**src/rtl/esc_enc_pkg.sv**
```systemverilog
package esc_enc_pkg;

  localparam logic [7:0] ESC_BYTE  = 8'h19;
  localparam logic [7:0] PAIR_BASE = 8'h80;

  typedef logic [1:0] spec_idx_t;

  // Code sent after the escape for one isolated special byte.
  function automatic logic [7:0] single_code(spec_idx_t idx);
    case (idx)
      2'd0:    single_code = 8'h5C;
      2'd1:    single_code = 8'h76;
      2'd2:    single_code = 8'hA0;
      default: single_code = 8'hA1;
    endcase
  endfunction

  // Code sent after the escape for an ordered pair of specials.
  function automatic logic [7:0] pair_code(spec_idx_t first, spec_idx_t second);
    pair_code = PAIR_BASE | {4'h0, first, second};
  endfunction

  function automatic logic is_code(logic [7:0] b);
    is_code = (b == 8'h5C) || (b == 8'h76) || (b == 8'hA0) || (b == 8'hA1) ||
              (b[7:4] == PAIR_BASE[7:4]);
  endfunction

endpackage

```
**src/rtl/esc_special_detect.sv**
```systemverilog
module esc_special_detect
  import esc_enc_pkg::*;
(
  input  logic [7:0] data,
  output logic       is_special,
  output spec_idx_t  idx
);

  always_comb begin
    is_special = 1'b1;
    idx        = 2'd0;
    case (data)
      8'h19:   idx = 2'd0;
      8'h99:   idx = 2'd1;
      8'h11:   idx = 2'd2;
      8'h13:   idx = 2'd3;
      default: is_special = 1'b0;
    endcase
  end

endmodule

```
**src/rtl/esc_seq_builder.sv**
```systemverilog
module esc_seq_builder
  import esc_enc_pkg::*;
#(
  parameter int SEQ_MAX = 3,
  parameter int CNT_W   = $clog2(SEQ_MAX + 1)
) (
  input  logic                    pend_v,
  input  spec_idx_t               pend_idx,
  input  logic                    take,
  input  logic                    do_flush,
  input  logic [7:0]              in_data,
  input  logic                    in_special,
  input  spec_idx_t               in_idx,
  output logic [CNT_W-1:0]        push_n,
  output logic [SEQ_MAX-1:0][7:0] seq,
  output logic                    pend_v_nxt,
  output spec_idx_t               pend_idx_nxt
);

  always_comb begin
    push_n       = '0;
    seq          = '0;
    pend_v_nxt   = pend_v;
    pend_idx_nxt = pend_idx;
    if (take) begin
      if (pend_v && in_special) begin
        seq[0]     = ESC_BYTE;
        seq[1]     = pair_code(pend_idx, in_idx);
        push_n     = CNT_W'(2);
        pend_v_nxt = 1'b0;
      end else if (pend_v) begin
        seq[0]     = ESC_BYTE;
        seq[1]     = single_code(pend_idx);
        seq[2]     = in_data;
        push_n     = CNT_W'(3);
        pend_v_nxt = 1'b0;
      end else if (in_special) begin
        pend_v_nxt   = 1'b1;
        pend_idx_nxt = in_idx;
      end else begin
        seq[0] = in_data;
        push_n = CNT_W'(1);
      end
    end else if (do_flush) begin
      seq[0]     = ESC_BYTE;
      seq[1]     = single_code(pend_idx);
      push_n     = CNT_W'(2);
      pend_v_nxt = 1'b0;
    end
  end

endmodule

```
**src/rtl/esc_out_queue.sv**
```systemverilog
module esc_out_queue #(
  parameter int DEPTH = 3,
  parameter int CNT_W = $clog2(DEPTH + 1)
) (
  input  logic                  clk,
  input  logic                  rst_n,
  input  logic [CNT_W-1:0]      push_n,
  input  logic [DEPTH-1:0][7:0] push_bytes,
  input  logic                  out_ready,
  output logic                  out_valid,
  output logic [7:0]            out_data,
  output logic                  free
);

  logic [7:0]       q     [DEPTH];
  logic [7:0]       q_nxt [DEPTH];
  logic [CNT_W-1:0] cnt, cnt_nxt;
  logic             pop, push, ld;

  assign out_valid = (cnt != '0);
  assign out_data  = q[0];
  assign pop       = out_valid && out_ready;
  assign push      = (push_n != '0);
  assign ld        = push || pop;
  assign free      = (cnt == '0) || ((cnt == CNT_W'(1)) && out_ready);

  always_comb begin
    if (push)     cnt_nxt = push_n;
    else if (pop) cnt_nxt = cnt - CNT_W'(1);
    else          cnt_nxt = cnt;
  end

  for (genvar i = 0; i < DEPTH; i++) begin : g_slot
    if (i < DEPTH - 1) begin : g_shift
      always_comb begin
        if (push)     q_nxt[i] = push_bytes[i];
        else if (pop) q_nxt[i] = q[i+1];
        else          q_nxt[i] = q[i];
      end
    end else begin : g_last
      always_comb begin
        if (push) q_nxt[i] = push_bytes[i];
        else      q_nxt[i] = q[i];
      end
    end

    always_ff @(posedge clk or negedge rst_n) begin
      if (!rst_n)  q[i] <= '0;
      else if (ld) q[i] <= q_nxt[i];
    end
  end

  always_ff @(posedge clk or negedge rst_n) begin
    if (!rst_n)  cnt <= '0;
    else if (ld) cnt <= cnt_nxt;
  end

  assert_push_only_when_free_R6: assert property (@(posedge clk) disable iff (!rst_n)
    push |-> free);
  assert_refuse_when_backed_up_R6: assert property (@(posedge clk) disable iff (!rst_n)
    (cnt > CNT_W'(1)) |-> !free);
  assert_hold_under_stall_R7: assert property (@(posedge clk) disable iff (!rst_n)
    (out_valid && !out_ready) |=> (out_valid && $stable(out_data)));

endmodule

```
**src/rtl/byte_escape_encoder.sv**
```systemverilog
module byte_escape_encoder
  import esc_enc_pkg::*;
(
  input  logic       clk,
  input  logic       rst_n,
  input  logic       in_valid,
  output logic       in_ready,
  input  logic [7:0] in_data,
  input  logic       flush,
  output logic       out_valid,
  input  logic       out_ready,
  output logic [7:0] out_data
);

  localparam int SEQ_MAX = 3;
  localparam int CNT_W   = $clog2(SEQ_MAX + 1);

  logic                    pend_v, pend_v_nxt;
  spec_idx_t               pend_idx, pend_idx_nxt;
  logic                    in_special;
  spec_idx_t               in_idx;
  logic                    free, take, do_flush, pend_en;
  logic [CNT_W-1:0]        push_n;
  logic [SEQ_MAX-1:0][7:0] seq;

  assign in_ready = free && !(flush && pend_v);
  assign take     = in_valid && in_ready;
  assign do_flush = flush && pend_v && free;
  assign pend_en  = take || do_flush;

  esc_special_detect i_detect (
    .data       (in_data),
    .is_special (in_special),
    .idx        (in_idx)
  );

  esc_seq_builder #(.SEQ_MAX(SEQ_MAX), .CNT_W(CNT_W)) i_build (
    .pend_v       (pend_v),
    .pend_idx     (pend_idx),
    .take         (take),
    .do_flush     (do_flush),
    .in_data      (in_data),
    .in_special   (in_special),
    .in_idx       (in_idx),
    .push_n       (push_n),
    .seq          (seq),
    .pend_v_nxt   (pend_v_nxt),
    .pend_idx_nxt (pend_idx_nxt)
  );

  esc_out_queue #(.DEPTH(SEQ_MAX), .CNT_W(CNT_W)) i_queue (
    .clk        (clk),
    .rst_n      (rst_n),
    .push_n     (push_n),
    .push_bytes (seq),
    .out_ready  (out_ready),
    .out_valid  (out_valid),
    .out_data   (out_data),
    .free       (free)
  );

  always_ff @(posedge clk or negedge rst_n) begin
    if (!rst_n) begin
      pend_v   <= 1'b0;
      pend_idx <= '0;
    end else if (pend_en) begin
      pend_v   <= pend_v_nxt;
      pend_idx <= pend_idx_nxt;
    end
  end

  // Tracks whether the byte now at the output follows an emitted escape.
  logic after_esc, after_esc_nxt;
  always_comb begin
    after_esc_nxt = after_esc;
    if (out_valid && out_ready) after_esc_nxt = (out_data == ESC_BYTE) && !after_esc;
  end
  always_ff @(posedge clk or negedge rst_n) begin
    if (!rst_n) after_esc <= 1'b0;
    else        after_esc <= after_esc_nxt;
  end

  assert_no_raw_special_R5: assert property (@(posedge clk) disable iff (!rst_n)
    out_valid |-> !((out_data == 8'h99) || (out_data == 8'h11) || (out_data == 8'h13)));
  assert_code_after_escape_R5: assert property (@(posedge clk) disable iff (!rst_n)
    (out_valid && after_esc) |-> is_code(out_data));
  assert_plain_passes_R1: assert property (@(posedge clk) disable iff (!rst_n)
    (take && !pend_v && !in_special) |=> (out_valid && out_data == $past(in_data)));
  assert_pair_starts_escape_R3: assert property (@(posedge clk) disable iff (!rst_n)
    (take && pend_v) |=> (out_valid && out_data == ESC_BYTE));
  assert_flush_blocks_input_R4: assert property (@(posedge clk) disable iff (!rst_n)
    (flush && pend_v) |-> !in_ready);
  assert_held_special_silent_R4: assert property (@(posedge clk) disable iff (!rst_n)
    (take && !pend_v && in_special) |=> pend_v);

endmodule

```
**config.mk**
```make
export PLATFORM = sky130hd
export DESIGN_NAME = byte_escape_encoder
export DESIGN_NICKNAME = d
export VERILOG_FILES = /design/src/rtl/esc_enc_pkg.sv /design/src/rtl/esc_special_detect.sv /design/src/rtl/esc_seq_builder.sv /design/src/rtl/esc_out_queue.sv /design/src/rtl/byte_escape_encoder.sv
export SDC_FILE = /design/constraint.sdc
export NUM_CORES = 1
export LEC_CHECK = 0
export ABC_AREA = 1
export BUFFER_PORTS_ARGS = -buffer_cell sky130_fd_sc_hd__buf_2
export CORE_MARGIN = 3
export CORE_UTILIZATION = 56
export DETAILED_ROUTE_END_ITERATION = 16
export GPL_TIMING_DRIVEN = 0
export HOLD_SLACK_MARGIN = 0.06
export PLACE_DENSITY = 0.78
export REMOVE_ABC_BUFFERS = 1
export SYNTH_ARGS = -nofsm -noshare
export SYNTH_HDL_FRONTEND = slang
export SYNTH_SLANG_ARGS = --single-unit
```
**constraint.sdc**
```tcl
create_clock -name clk -period 2.2 [get_ports clk]
set_clock_uncertainty 0.1 [all_clocks]
set_input_delay 0.44 -clock clk [delete_from_list [all_inputs] [get_ports clk]]
set_output_delay 0.44 -clock clk [all_outputs]
set_load 0.02 [all_outputs]
```
==> results.txt <==
----------------------------------------------------
[Timing]
  Setup_tns ... 0 ns
  Max-slew headroom at the worst pin ... approximately 58%
  Number of max-slew violations in the final report ... 0
  Clock period minus worst slack ... roughly 2 ns
  Slew of the pin with the lowest slew margin ... about 0.64 ns
  Setup repair after global routing missed its margin ... no
  Setup-failing EPs final ... 0
  Fmax ... approximately 500 MHz
  Period utilization ... roughly 90%
  Final hold violations ... 0

[Drt]
  Starting DRC count in detailed routing ... 90
  Via count normalized by instance count ... 5.58
  Met2 routed wirelength ... 1.76 mm
  Vias after detailed routing ... between 1,000 and 1,500
  Post-detailed-route DRC marker count ... 0
  Remaining antenna violation count after routing ... 0
  Number of search-and-repair iterations in the first detailed-routing pass ... 4
  Wire length per cell ... roughly 14 µm
  Sum of routed wire length over all layers ... 3.59 mm
  Routed metal-1 wire length ... 1.49 mm
  Highest metal layer used by the detailed router ... met4
  Amount of wire on met3 after detailed routing ... ~260 µm

[Placement]
  Buffers added on ports ... 22
  Number of cells in the design after placement ... 251
  Detail Placement HPWL ... between 2 and 3 mm
  Routability congestion estimate from global placement ... ~0.95

[GRT]
  First-pass GRT wire length ... 6.00 mm
  Remaining global-route overflow ... 0
  Tot GR Track Use ... between 20 and 25%
  Initial antenna violation count ... 0
  Vias in the first global route ... around 1,400
  Pin count of the biggest net entering global routing ... 30

[CTS]
  CTS Buf Count ... 5
  Number of sinks driven by the clock tree ... 29
  CTS clk-pin slew, worst paths ... 0.09 ns
  Clock latency on the worst-skew pair ... ~0.33 ns
  CTS tree ... built
  Root Driver ... sky130_fd_sc_hd__clkbuf_4
  Maximum number of buffers from clock root to sink ... 2
  Number of gates resized after cts ... 0
  CTS H-tree lvls ... 2

[Floorplanning]
  Y dimension of the die ... 60.8 µm
  Die width ... between 60 and 70 µm
  Area of the core region ... ~2800 µm²
  Std-Cell Rows ... 19
  Starting utilization of the core area ... roughly three fifths
  Top Ports ... 23
  Die outline area ... 3690 µm²

[Setup path]
  Most Frequent Cell on Critical Path ... sky130_fd_sc_hd__nand2_1
  Ordered list of cells on the worst path ... inv_1 -> ha_1 -> inv_2 -> nand2_2 -> nand3_4 -> nor2_4 -> nor2_8 -> nand3_4 -> inv_4 -> nand2_1 -> nand2_1 -> inv_1 -> nand2_1
  Worst-path fanout max ... 18
  Max stage delay on crit path ... around 0.36 ns
  Depth of the most critical reg-to-reg path ... 13
  Endpoint type of the worst setup path ... flip-flop
  Number of buffers and inverters on the critical path ... 4
  Crit path launch type ... flip-flop
  Critical-path top delay cell ... sky130_fd_sc_hd__dfrtp_1
  Endpoint of the lowest-slack register-to-register path ... i_queue.q[11]$_DFFE_PN0P_
  Critical register-to-register path startpoint ... i_queue.cnt[0]$_DFFE_PN0P_
  Top cell family by delay on the critical path ... simple AND/OR/NAND/NOR gates
  Critical path type ... flip-flop to flip-flop
  Data arrival time of the critical path ... 2.17 ns
  R2r setup slk ... slightly above 0.2 ns
  Critical path required time ... 2.38 ns

[Worst hold path]
  Start point of the worst hold path ... in_data[4]
  Endpoint, Worst Hold ... i_queue.q[4]$_DFFE_PN0P_
  Hold Path Stages ... 3
  Class of the tightest hold or removal check ... input pin to flip-flop

[Cells and area]
  Area taken by flip-flops and latches ... between 700 and 800 µm²
  Count of non-filler cells in the finished layout ... 260
  Fill cell instance count of the final layout ... 261
  Diode count ... 0
  Net total in the final layout ... 243
  Share of final-layout standard cells stronger than drive strength 1 ... roughly a quarter
  Synth-to-Final Area Change ... 7.60%
  Total area of multi-input combinational cells ... 752 µm²

[Yosys]
  Number of synthesized register bits ... 29
  Sequential area share after synthesis ... ~43%
  Summed instance area of the synthesized netlist ... 1680 µm²
  Synthesized netlist cell count ... roughly 210
  Distinct cell type count of the synthesized netlist ... 28
  Yosys warns ... 0
  Post-Synthesis Mean Instance Area ... ~8.1 µm²

[Outcome]
  Run status ... finished, final reports clean

[Power and ir drop]
  Power per cell area ... approximately 1200 nW/µm²
  Worst VDD drop ... roughly 0.72 mV
  Static leakage ... about 1 nW

[Run]
  Maximum Capacitance Violations ... 0

----------------------------------------------------
[logic make-up after synthesis]
family	synth area share, %
simple gates	29.8
buf+inv	12.0
compound gates	13.5
flops	43.2
fa+ha+maj	1.49
[per-stage QoR]
step                hold WS (ns)  power (mW)  setup WS (ns)  cell area (µm²)  utilization (%)
CTS                        0.301        2.11          0.196             1810             64.4
detailed placement         0.359        1.80          0.201             1750             62.2
global placement           0.350        1.78          0.227             1750             62.2
global route               0.301        2.28         0.0722             1810             64.4
floorplan                 0.0444        1.51          0.431             1600                -
finish                     0.298        2.10          0.208             1810             64.4
[worst reg2reg max path: cells and delay by family, from the launching register on]
kind,cells,cell delay [ns]
flops,1,0.36
simple gates,8,0.88
fa+ha+maj,1,0.21
buf+inv,4,0.39
[routing by layer]
metal	up-vias	GRT usage, %
met5	-	0
met4	0	11.1
met3	13	6.81
met2	54	36.2
met1	681	27.3
li1	702	-
[Yosys cell counts]
master / number / share of area, %
sky130_fd_sc_hd__o211ai_2: 1 / 0.75
sky130_fd_sc_hd__o22ai_1: 5 / 1.9
sky130_fd_sc_hd__o31ai_1: 1 / 0.45
sky130_fd_sc_hd__inv_1: 24 / 5.4
sky130_fd_sc_hd__nor2_4: 2 / 1.3
sky130_fd_sc_hd__o22ai_2: 1 / 0.75
sky130_fd_sc_hd__inv_4: 1 / 0.37
sky130_fd_sc_hd__nor4b_1: 1 / 0.52
sky130_fd_sc_hd__nand2_4: 1 / 0.67
sky130_fd_sc_hd__nor2_1: 22 / 4.9
sky130_fd_sc_hd__o21ai_0: 15 / 4.5
sky130_fd_sc_hd__nor3_1: 3 / 0.89
sky130_fd_sc_hd__inv_2: 6 / 1.3
sky130_fd_sc_hd__nand2_1: 43 / 9.6
sky130_fd_sc_hd__a21oi_1: 5 / 1.5
sky130_fd_sc_hd__nand4_4: 1 / 1.3
sky130_fd_sc_hd__nor2_2: 1 / 0.37
sky130_fd_sc_hd__buf_6: 2 / 1.3
sky130_fd_sc_hd__nand3_1: 12 / 3.6
sky130_fd_sc_hd__a31oi_1: 1 / 0.37
sky130_fd_sc_hd__nand2_2: 9 / 3.4
sky130_fd_sc_hd__nand3_4: 2 / 2.1
sky130_fd_sc_hd__a21oi_4: 1 / 0.97
sky130_fd_sc_hd__o21ai_1: 8 / 2.4
sky130_fd_sc_hd__nor2_8: 1 / 1.2
sky130_fd_sc_hd__buf_4: 8 / 3.6
sky130_fd_sc_hd__dfrtp_1: 29 / 43
sky130_fd_sc_hd__ha_1: 2 / 1.5
[power by group]
part           switching, mW  leakage [nW]  internal [mW]
Combinational          0.683         0.572          0.316
Sequential            0.0837         0.371          0.706
Clock                  0.185        0.0320          0.121
Total                  0.952         0.976           1.14
[flip-flops by register name, summed over array words and instances, names as in the netlist]
signal and flops:
i_queue.cnt 2, pend_idx 2, i_queue.out_data 8, pend_v 1, i_queue.q 16
[cells in the final DEF (no fill, tap or decap), types with 2 or more instances in the layout]
cell,instances
sky130_fd_sc_hd__nand2_1,43
sky130_fd_sc_hd__dfrtp_1,29
sky130_fd_sc_hd__inv_1,24
sky130_fd_sc_hd__nor2_1,22
sky130_fd_sc_hd__buf_2,22
sky130_fd_sc_hd__o21ai_0,15
sky130_fd_sc_hd__nand3_1,12
sky130_fd_sc_hd__nand2_2,9
sky130_fd_sc_hd__o21ai_1,8
sky130_fd_sc_hd__inv_2,6
sky130_fd_sc_hd__a21oi_1,5
sky130_fd_sc_hd__o22ai_1,5
sky130_fd_sc_hd__clkbuf_4,5
sky130_fd_sc_hd__nor3_1,3
sky130_fd_sc_hd__nand3_4,2
sky130_fd_sc_hd__nor2_4,2
sky130_fd_sc_hd__ha_1,2
sky130_fd_sc_hd__clkinv_2,2
[what timing repair did]
item	4_1_cts	5_1_grt
buffers inserted	0	0
hold buffers	1	0
hold endpoints to repair	29	0
[how the worst max path moves through the flow]
stage / start / end / cells past startpoint
6_report: i_queue.cnt[0]$_DFFE_PN0P_ / i_queue.q[11]$_DFFE_PN0P_ / 13
5_1_grt: i_queue.cnt[0]$_DFFE_PN0P_ / i_queue.q[14]$_DFFE_PN0P_ / 11
4_1_cts: i_queue.cnt[0]$_DFFE_PN0P_ / i_queue.q[11]$_DFFE_PN0P_ / 13
3_5_place_dp: in_data[5] / i_queue.q[11]$_DFFE_PN0P_ / 12
3_3_place_gp: in_data[5] / i_queue.q[11]$_DFFE_PN0P_ / 12
2_1_floorplan: i_queue.cnt[0]$_DFFE_PN0P_ / i_queue.q[11]$_DFFE_PN0P_ / 13
[layout make-up]
cell class	count	area share [%]
multi-input cells	138	41.6
flip-flops and latches	29	40.2
repair buffers	23	6.65
inverters	31	6.58
clock buffers	6	2.29
well taps	31	2.15
clock inverters	2	0.554
(Power assumes the default switching activity.)
